### src/rtl/sm_pkg.sv
package sm_pkg;

  // number formats
  localparam int X_W      = 16;            // signed score, X_FRAC fraction bits
  localparam int X_FRAC   = 8;
  localparam int D_W      = X_W + 1;       // score minus maximum
  localparam int E_W      = 16;            // unsigned fraction, exponentials and probabilities
  localparam int SUM_W    = E_W + 6;       // 6 integer bits
  localparam int R_FRAC   = 24;            // reciprocal fraction bits
  localparam int R_W      = R_FRAC + 1;
  localparam int NUM_EXP  = E_W + R_FRAC;  // dividend is 2^NUM_EXP
  localparam int DIV_W    = NUM_EXP + 1;

  // log2(e) with 14 fraction bits
  localparam int LOG2E_FRAC = 14;
  localparam logic [15:0] LOG2E_Q = 16'd23637;
  localparam int T_FRAC = X_FRAC + LOG2E_FRAC;

  // cubic for 2^f on [0,1), coefficients with 16 fraction bits, summing to 1.0
  localparam logic [15:0] PC1 = 16'd45617;
  localparam logic [15:0] PC2 = 16'd14739;
  localparam logic [15:0] PC3 = 16'd5180;

  typedef enum logic [2:0] {
    PH_LOAD,
    PH_EXP,
    PH_DIVGO,
    PH_DIVWAIT,
    PH_NORM
  } phase_e;

  // 2^f for f in [0,1) as a value with 16 fraction bits, Horner form
  function automatic logic [17:0] pow2_frac(input logic [15:0] f);
    logic [47:0] acc;
    logic [47:0] h2;
    logic [47:0] h1;
    acc = 48'(f) * 48'(PC3);
    h2  = 48'(PC2) + (acc >> 16);
    acc = 48'(f) * h2;
    h1  = 48'(PC1) + (acc >> 16);
    acc = 48'(f) * h1;
    acc = 48'd65536 + (acc >> 16);
    return acc[17:0];
  endfunction

  // e^d for d <= 0 (X_FRAC fraction bits), as a 16-bit fraction saturated at all ones
  function automatic logic [E_W-1:0] exp_nonpos(input logic signed [D_W-1:0] d);
    logic signed [33:0] dx;
    logic signed [33:0] lq;
    logic signed [33:0] t;
    logic signed [33:0] zi;
    logic [33:0] sh;
    logic [17:0] m;
    logic [17:0] r;
    dx = d;
    lq = 34'(LOG2E_Q);
    t  = dx * lq;
    zi = t >>> T_FRAC;
    sh = 34'(-zi);
    m  = pow2_frac(t[T_FRAC-1 -: 16]);
    if (sh > 34'd17) begin
      return '0;
    end
    r = m >> sh[4:0];
    if (r > 18'(2**E_W - 1)) begin
      return '1;
    end
    return r[E_W-1:0];
  endfunction

  // e * r / 2^R_FRAC, saturated to the 16-bit fraction range
  function automatic logic [E_W-1:0] scale_prob(input logic [E_W-1:0] e,
                                                input logic [R_W-1:0] r);
    logic [E_W+R_W-1:0] p;
    p = (E_W+R_W)'(e) * (E_W+R_W)'(r);
    p = p >> R_FRAC;
    if (p > (E_W+R_W)'(2**E_W - 1)) begin
      return '1;
    end
    return p[E_W-1:0];
  endfunction

endpackage

### src/rtl/sm_fifo.sv
module sm_fifo #(
  parameter int W     = 16,
  parameter int DEPTH = 32
) (
  input  logic         clk,
  input  logic         rst_n,
  input  logic         push,
  input  logic [W-1:0] wdata,
  input  logic         pop,
  output logic [W-1:0] rdata,
  output logic         empty,
  output logic         full
);
  localparam int PTR_W = $clog2(DEPTH);
  localparam int CNT_W = PTR_W + 1;

  logic [W-1:0]     mem_q [DEPTH];
  logic [PTR_W-1:0] wr_ptr_q;
  logic [PTR_W-1:0] rd_ptr_q;
  logic [CNT_W-1:0] count_q;

  assign rdata = mem_q[rd_ptr_q];
  assign empty = (count_q == '0);
  assign full  = (count_q == CNT_W'(DEPTH));

  function automatic logic [PTR_W-1:0] bump(input logic [PTR_W-1:0] p);
    return (p == PTR_W'(DEPTH - 1)) ? '0 : p + 1'b1;
  endfunction

  always_ff @(posedge clk) begin
    if (push) begin
      mem_q[wr_ptr_q] <= wdata;
    end
  end

  always_ff @(posedge clk) begin
    if (!rst_n) begin
      wr_ptr_q <= '0;
      rd_ptr_q <= '0;
      count_q  <= '0;
    end else begin
      if (push) wr_ptr_q <= bump(wr_ptr_q);
      if (pop)  rd_ptr_q <= bump(rd_ptr_q);
      if (push && !pop)      count_q <= count_q + 1'b1;
      else if (pop && !push) count_q <= count_q - 1'b1;
    end
  end

  AST_FIFO_NO_OVERFLOW: assert property (@(posedge clk) disable iff (!rst_n)
    (push && !pop) |-> !full);
  AST_FIFO_NO_UNDERFLOW: assert property (@(posedge clk) disable iff (!rst_n)
    pop |-> !empty);

endmodule

### src/rtl/sm_exp_unit.sv
module sm_exp_unit
  import sm_pkg::*;
(
  input  logic           clk,
  input  logic           rst_n,
  input  logic           in_vld,
  input  logic [X_W-1:0] x,
  input  logic [X_W-1:0] mx,
  output logic           out_vld,
  output logic [E_W-1:0] out_e
);
  logic signed [D_W-1:0] diff_w;

  assign diff_w = $signed({x[X_W-1], x}) - $signed({mx[X_W-1], mx});

  always_ff @(posedge clk) begin
    if (!rst_n) begin
      out_vld <= 1'b0;
      out_e   <= '0;
    end else begin
      out_vld <= in_vld;
      if (in_vld) out_e <= exp_nonpos(diff_w);
    end
  end

  AST_EXP_ARG_NONPOS: assert property (@(posedge clk) disable iff (!rst_n)
    in_vld |-> (diff_w[D_W-1] || diff_w == '0));
  AST_EXP_PEAK_FULL: assert property (@(posedge clk) disable iff (!rst_n)
    (in_vld && diff_w == '0) |=> (out_vld && out_e == '1));

endmodule

### src/rtl/sm_recip_div.sv
module sm_recip_div #(
  parameter int N_W = 41,
  parameter int Q_W = 22
) (
  input  logic           clk,
  input  logic           rst_n,
  input  logic           start,
  input  logic [N_W-1:0] numer,
  input  logic [Q_W-1:0] denom,
  output logic           busy,
  output logic           done,
  output logic [N_W-1:0] quot
);
  localparam int IDX_W = $clog2(N_W);

  logic [N_W-1:0]   num_q;
  logic [Q_W-1:0]   den_q;
  logic [Q_W:0]     rem_q;
  logic [N_W-1:0]   quo_q;
  logic [IDX_W-1:0] idx_q;
  logic             busy_q;
  logic             done_q;

  logic [Q_W:0]   shifted_w;
  logic [Q_W+1:0] trial_w;
  logic           fits_w;

  assign shifted_w = {rem_q[Q_W-1:0], num_q[idx_q]};
  assign trial_w   = {1'b0, shifted_w} - {2'b00, den_q};
  assign fits_w    = !trial_w[Q_W+1];

  assign busy = busy_q;
  assign done = done_q;
  assign quot = quo_q;

  always_ff @(posedge clk) begin
    if (!rst_n) begin
      num_q  <= '0;
      den_q  <= '0;
      rem_q  <= '0;
      quo_q  <= '0;
      idx_q  <= '0;
      busy_q <= 1'b0;
      done_q <= 1'b0;
    end else if (start) begin
      num_q  <= numer;
      den_q  <= denom;
      rem_q  <= '0;
      quo_q  <= '0;
      idx_q  <= IDX_W'(N_W - 1);
      busy_q <= 1'b1;
      done_q <= 1'b0;
    end else if (busy_q) begin
      rem_q        <= fits_w ? trial_w[Q_W:0] : shifted_w;
      quo_q[idx_q] <= fits_w;
      if (idx_q == '0) begin
        busy_q <= 1'b0;
        done_q <= 1'b1;
      end else begin
        idx_q <= idx_q - 1'b1;
      end
    end else begin
      done_q <= 1'b0;
    end
  end

  AST_DIV_START_IDLE: assert property (@(posedge clk) disable iff (!rst_n)
    start |-> !busy_q);
  AST_DIV_REM_BELOW_DIVISOR: assert property (@(posedge clk) disable iff (!rst_n)
    busy_q |-> (rem_q < {1'b0, den_q}));
  AST_DIV_DONE_PULSE: assert property (@(posedge clk) disable iff (!rst_n)
    done_q |=> !done_q);

endmodule

### src/rtl/softmax_stream.sv
module softmax_stream
  import sm_pkg::*;
#(
  parameter int VEC_LEN = 32
) (
  input  logic           clk,
  input  logic           rst_n,
  input  logic           in_valid,
  output logic           in_ready,
  input  logic [X_W-1:0] in_data,
  output logic           out_valid,
  output logic [E_W-1:0] out_data,
  output logic           out_last
);
  localparam int CNT_W = $clog2(VEC_LEN + 1);
  localparam logic [CNT_W-1:0] CNT_LAST = CNT_W'(VEC_LEN - 1);
  localparam logic [DIV_W-1:0] ONE_SCALED = DIV_W'(1) << NUM_EXP;

  phase_e           phase_q;
  logic [CNT_W-1:0] cnt_q;
  logic [X_W-1:0]   max_q;
  logic [SUM_W-1:0] sum_q;
  logic [R_W-1:0]   recip_q;
  logic             out_valid_q;
  logic [E_W-1:0]   out_data_q;
  logic             out_last_q;

  // named internal events
  logic             accept_w;
  logic             a_pop_w;
  logic             b_pop_w;
  logic             div_start_w;
  logic             a_empty_w;
  logic             a_full_w;
  logic             b_empty_w;
  logic             b_full_w;
  logic [X_W-1:0]   a_head_w;
  logic [E_W-1:0]   b_head_w;
  logic             e_vld_w;
  logic [E_W-1:0]   e_val_w;
  logic             div_busy_w;
  logic             div_done_w;
  logic [DIV_W-1:0] div_quot_w;
  logic             cnt_at_last_w;

  assign in_ready      = (phase_q == PH_LOAD);
  assign accept_w      = in_valid && in_ready;
  assign a_pop_w       = (phase_q == PH_EXP) && !a_empty_w;
  assign b_pop_w       = (phase_q == PH_NORM) && !b_empty_w;
  assign div_start_w   = (phase_q == PH_DIVGO);
  assign cnt_at_last_w = (cnt_q == CNT_LAST);

  sm_fifo #(.W(X_W), .DEPTH(VEC_LEN)) u_score_buf (
    .clk   (clk),
    .rst_n (rst_n),
    .push  (accept_w),
    .wdata (in_data),
    .pop   (a_pop_w),
    .rdata (a_head_w),
    .empty (a_empty_w),
    .full  (a_full_w)
  );

  sm_exp_unit u_exp (
    .clk     (clk),
    .rst_n   (rst_n),
    .in_vld  (a_pop_w),
    .x       (a_head_w),
    .mx      (max_q),
    .out_vld (e_vld_w),
    .out_e   (e_val_w)
  );

  sm_fifo #(.W(E_W), .DEPTH(VEC_LEN)) u_exp_buf (
    .clk   (clk),
    .rst_n (rst_n),
    .push  (e_vld_w),
    .wdata (e_val_w),
    .pop   (b_pop_w),
    .rdata (b_head_w),
    .empty (b_empty_w),
    .full  (b_full_w)
  );

  sm_recip_div #(.N_W(DIV_W), .Q_W(SUM_W)) u_div (
    .clk   (clk),
    .rst_n (rst_n),
    .start (div_start_w),
    .numer (ONE_SCALED),
    .denom (sum_q),
    .busy  (div_busy_w),
    .done  (div_done_w),
    .quot  (div_quot_w)
  );

  always_ff @(posedge clk) begin
    if (!rst_n) begin
      phase_q <= PH_LOAD;
      cnt_q   <= '0;
      max_q   <= '0;
      sum_q   <= '0;
      recip_q <= '0;
    end else begin
      unique case (phase_q)
        PH_LOAD: begin
          if (accept_w) begin
            if (cnt_q == '0 || $signed(in_data) > $signed(max_q)) max_q <= in_data;
            if (cnt_at_last_w) begin
              cnt_q   <= '0;
              sum_q   <= '0;
              phase_q <= PH_EXP;
            end else begin
              cnt_q <= cnt_q + 1'b1;
            end
          end
        end
        PH_EXP: begin
          if (e_vld_w) begin
            sum_q <= sum_q + SUM_W'(e_val_w);
            if (cnt_at_last_w) begin
              cnt_q   <= '0;
              phase_q <= PH_DIVGO;
            end else begin
              cnt_q <= cnt_q + 1'b1;
            end
          end
        end
        PH_DIVGO: begin
          phase_q <= PH_DIVWAIT;
        end
        PH_DIVWAIT: begin
          if (div_done_w) begin
            recip_q <= div_quot_w[R_W-1:0];
            phase_q <= PH_NORM;
          end
        end
        PH_NORM: begin
          if (b_pop_w) begin
            if (cnt_at_last_w) begin
              cnt_q   <= '0;
              phase_q <= PH_LOAD;
            end else begin
              cnt_q <= cnt_q + 1'b1;
            end
          end
        end
        default: phase_q <= PH_LOAD;
      endcase
    end
  end

  always_ff @(posedge clk) begin
    if (!rst_n) begin
      out_valid_q <= 1'b0;
      out_data_q  <= '0;
      out_last_q  <= 1'b0;
    end else begin
      out_valid_q <= b_pop_w;
      out_last_q  <= b_pop_w && cnt_at_last_w;
      if (b_pop_w) out_data_q <= scale_prob(b_head_w, recip_q);
    end
  end

  assign out_valid = out_valid_q;
  assign out_data  = out_data_q;
  assign out_last  = out_last_q;

  AST_READY_HELD: assert property (@(posedge clk) disable iff (!rst_n)
    (out_valid_q && !out_last_q) |-> !in_ready);
  AST_SUM_FLOOR: assert property (@(posedge clk) disable iff (!rst_n)
    div_start_w |-> (sum_q >= SUM_W'(2**E_W - 1)));
  AST_DIV_IDLE_OUTSIDE: assert property (@(posedge clk) disable iff (!rst_n)
    (phase_q == PH_LOAD || phase_q == PH_NORM) |-> !div_busy_w);
  AST_RECIP_NONZERO: assert property (@(posedge clk) disable iff (!rst_n)
    b_pop_w |-> (recip_q != '0));

endmodule

### config.mk
export PLATFORM = sky130hd
export DESIGN_NAME = softmax_stream
export DESIGN_NICKNAME = d
export VERILOG_FILES = /design/src/rtl/sm_pkg.sv /design/src/rtl/sm_fifo.sv /design/src/rtl/sm_exp_unit.sv /design/src/rtl/sm_recip_div.sv /design/src/rtl/softmax_stream.sv
export SDC_FILE = /design/constraint.sdc
export NUM_CORES = 2
export LEC_CHECK = 0
export ABC_AREA = 1
export BUFFER_PORTS_ARGS = -buffer_cell sky130_fd_sc_hd__buf_4
export CORE_UTILIZATION = 25
export CTS_CLUSTER_SIZE = 30
export DETAILED_ROUTE_END_ITERATION = 16
export PLACE_DENSITY = 0.35
export SLEW_MARGIN = 20
export SYNTH_ARGS = -nofsm -noshare
export SYNTH_HDL_FRONTEND = slang
export SYNTH_SLANG_ARGS = --single-unit
export TNS_END_PERCENT = 30
### constraint.sdc
create_clock -name clk -period 30.8 [get_ports clk]
set_input_delay 0 -clock clk [delete_from_list [all_inputs] [get_ports clk]]
set_output_delay 0 -clock clk [all_outputs]
set_load 0.1 [all_outputs]
==> impl_metrics.json <==
{
  "status": "complete, no violations",
  "synth_edf_count": 1024,
  "synth_area_um2": 91100,
  "track_usage_pct": 16.5,
  "drc": 0,
  "start_util_pct": 25.1,
  "worstPathRequired_ns": 31.55,
  "ys_ff_latch": 1251,
  "hold_path_end": "u_score_buf.mem_q[4][1]",
  "grt_overflow": 0,
  "cts_root_buf": "clkbuf_16",
  "routed_wirelength_um": 305000,
  "cp_max_fo": 144,
  "die_w_um": 606,
  "cp_common_cell": "nand2_1",
  "ant_nets": 0,
  "regToRegEndpoint": "u_exp.out_e[13]",
  "clk_pin_slew_ns": 0.06,
  "ios": 38,
  "rsz0062_at_grt": "false",
  "final.setup_skew_ns": 0.0783,
  "dr.pass1.iters": 7,
  "place_hpwl_um": 218000,
  "area_growth_syn_to_layout_pct": 12.8,
  "rows": 221,
  "clock_latency_ns": 0.86,
  "finalCriticalPeriod_ns": 27.96,
  "finalMaxSlewViolations": 0,
  "yosysMostFrequentCell": "inv_1",
  "worstPathArrival_ns": 28.71,
  "synth_area_per_cell_um2": 9.63,
  "worst_slew_pin_slew_ns": 1.08,
  "critPathCaptureType": "flip-flop",
  "cp_slowest_stage_delay_ns": 0.72,
  "synth.area.top_cells": "edfxtp_1 34%, fa_1 19%, ha_1 8.9%",
  "finalWeightedCongestion": 0.824,
  "cts.htree.levels": 4,
  "synthFlopType": "edfxtp_1",
  "start_kind": "flip-flop",
  "synth-seq-area-share_pct": 38.7,
  "fmax_mhz": 35.8,
  "vias": 67100,
  "finalSetupViolCount": 0,
  "cts_buffers": 156,
  "grt_pass1_vias": 68700,
  "slowest_stage": "inv_8",
  "rrSetupSlack_ns": 2.84,
  "cts_hold_buf": 18,
  "synth-async-reset-ratio_pct": 0,
  "synth_common_cells": "1418 x inv_1, 1285 x nand2_1, 1176 x nor2_1",
  "drv_cap": 0,
  "ff2ff_path_depth": 115,
  "drtIter0Drc": 4445,
  "drive_above_1_share_pct": 6.20,
  "vias_per_cell": 4.66,
  "cp.buffers_inverters": 21,
  "antenna_found_initial": 8,
  "cts_setup_buffers": 0,
  "nNetsFinal": 11000,
  "die-area_um2": 367000,
  "synth_top_area_share_pct": 33.7,
  "yosys.area.top_type": "edfxtp_1",
  "crit_cells": 115,
  "grt_max_degree": 145,
  "fin_crit_sh_pct": 90.8,
  "hold_viol": 0,
  "yosysWarnings": 0,
  "grt_pass1_wl_um": 459000,
  "crit_family": "adder cells",
  "fin_setup_tns_ns": 0,
  "slew_headroom_pct": 27.3,
  "wl_per_cell_um": 21.2,
  "die_h_um": 606,
  "cts_sinks": 1251,
  "synth_cells": 9467,
  "yosys.cell_types.count": 67,
  "hold_start": "in_data[1]",
  "critPathKind": "reg -> reg",
  "min_path_cells": 2,
  "core_area_um2": 363000,
  "numPortBuffers": 37,
  "clk_path_buf_depth": 4,
  "cts_tree": "yes",
  "cts_resized": 0,
  "min_path_type": "in -> reg"
}
[cell families (layout without fill, tap and decap cells)]
family	after synthesis	in the layout	synth area share [%]
other	2	21	0.00824
AND/OR/NAND/NOR	3001	3001	13.4
flip-flops	1251	1251	38.7
AO/OA/AOI/OAI	1689	1689	10.6
buffers and inverters	1860	1974	7.76
adder cells (fa/ha/maj)	1519	1519	28.0
XOR/XNOR	145	145	1.45
[layout make-up]
class	count	area (µm²)
antenna	6	15.0
tap	4794	6000
fill	38200	260000
multi-input combinational	6369	49100
clock inverter	77	788
sequential	1251	35300
timing repair buffer	232	1810
inverter	1459	5500
clock buffer	206	4220
[metrics by stage]
stage / util [%] / std cells / hold slack [ns] / area, µm² / worst slack, ns
2_1_floorplan: - / 9480 / 0.0989 / 91200 / 7.42
3_3_place_gp: 26.9 / 14100 / 0.455 / 97600 / 3.01
3_5_place_dp: 26.9 / 14100 / 0.461 / 97600 / 2.92
4_1_cts: 28.3 / 14400 / 0.101 / 103000 / 2.81
5_1_grt: 28.4 / 14400 / 0.148 / 103000 / 0.615
6_report: 28.4 / 14400 / 0.184 / 103000 / 2.84
[metal layers]
| metal | wire [µm] | global-route usage (%) |
|---|---|---|
| met5 | 0 | 0 |
| met4 | 4870 | 2.83 |
| met3 | 11800 | 1.58 |
| met2 | 138000 | 26.3 |
| met1 | 151000 | 24.4 |
[registers in the layout (all words and copies together), names as in the netlist, 22 cells and up, named ones only]
register,cells
u_div.quot,25
recip_q,25
u_div.den_q,22
u_score_buf.mem_q,512
u_exp_buf.mem_q,512
sum_q,22
u_div.rem_q,22
[worst max path at each step]
stage | start | to | slack (ns)
finish | flip-flop | u_exp.out_e[13] | 2.84
global route | flip-flop | u_exp.out_e[13] | 0.62
global placement | flip-flop | u_exp.out_e[11] | 3.01
floorplan | flip-flop | u_exp.out_e[14] | 7.42
CTS | flip-flop | u_exp.out_e[13] | 2.81
detailed placement | flip-flop | u_exp.out_e[13] | 2.92
[cell usage in the layout, fill, tap and decap left out, types with 8 or more instances in the layout]
cell type      netlist  final
xor2_2               5      8
a32oi_1             12     12
buf_4                5    212
a21o_1              17     17
o221ai_1           182    182
conb_1               2     15
o21ai_0            833    833
o21bai_1            12     12
nor3_1              49     44
clkbuf_1           356     41
o21a_1              20     20
dlygate4sd3_1        0     18
xor2_1              84     75
clkbuf_16            0    159
o22ai_1             80     80
clkinv_2             0     16
dfxtp_1            227    219
nor4_1              17     14
fa_1               872    872
clkinv_1            21     53
nand4_1             40     40
nor2_1            1176   1134
a21oi_1            400    400
bufinv_16            0     12
ha_1               647    647
nand2_2             18     19
o211ai_1            20     20
or2_2               15     15
nand3_1            357    357
nand2_1           1285   1284
xnor2_1             54     52
inv_2               19     21
inv_1             1418   1413
nor2_2               6     42
o21ai_1             17     17
edfxtp_1          1024   1024
a31oi_1             55     55
Power is left out: the tool's default activity adds up to more than one toggle a clock period on the data nets, which glitch-free logic cannot reach.
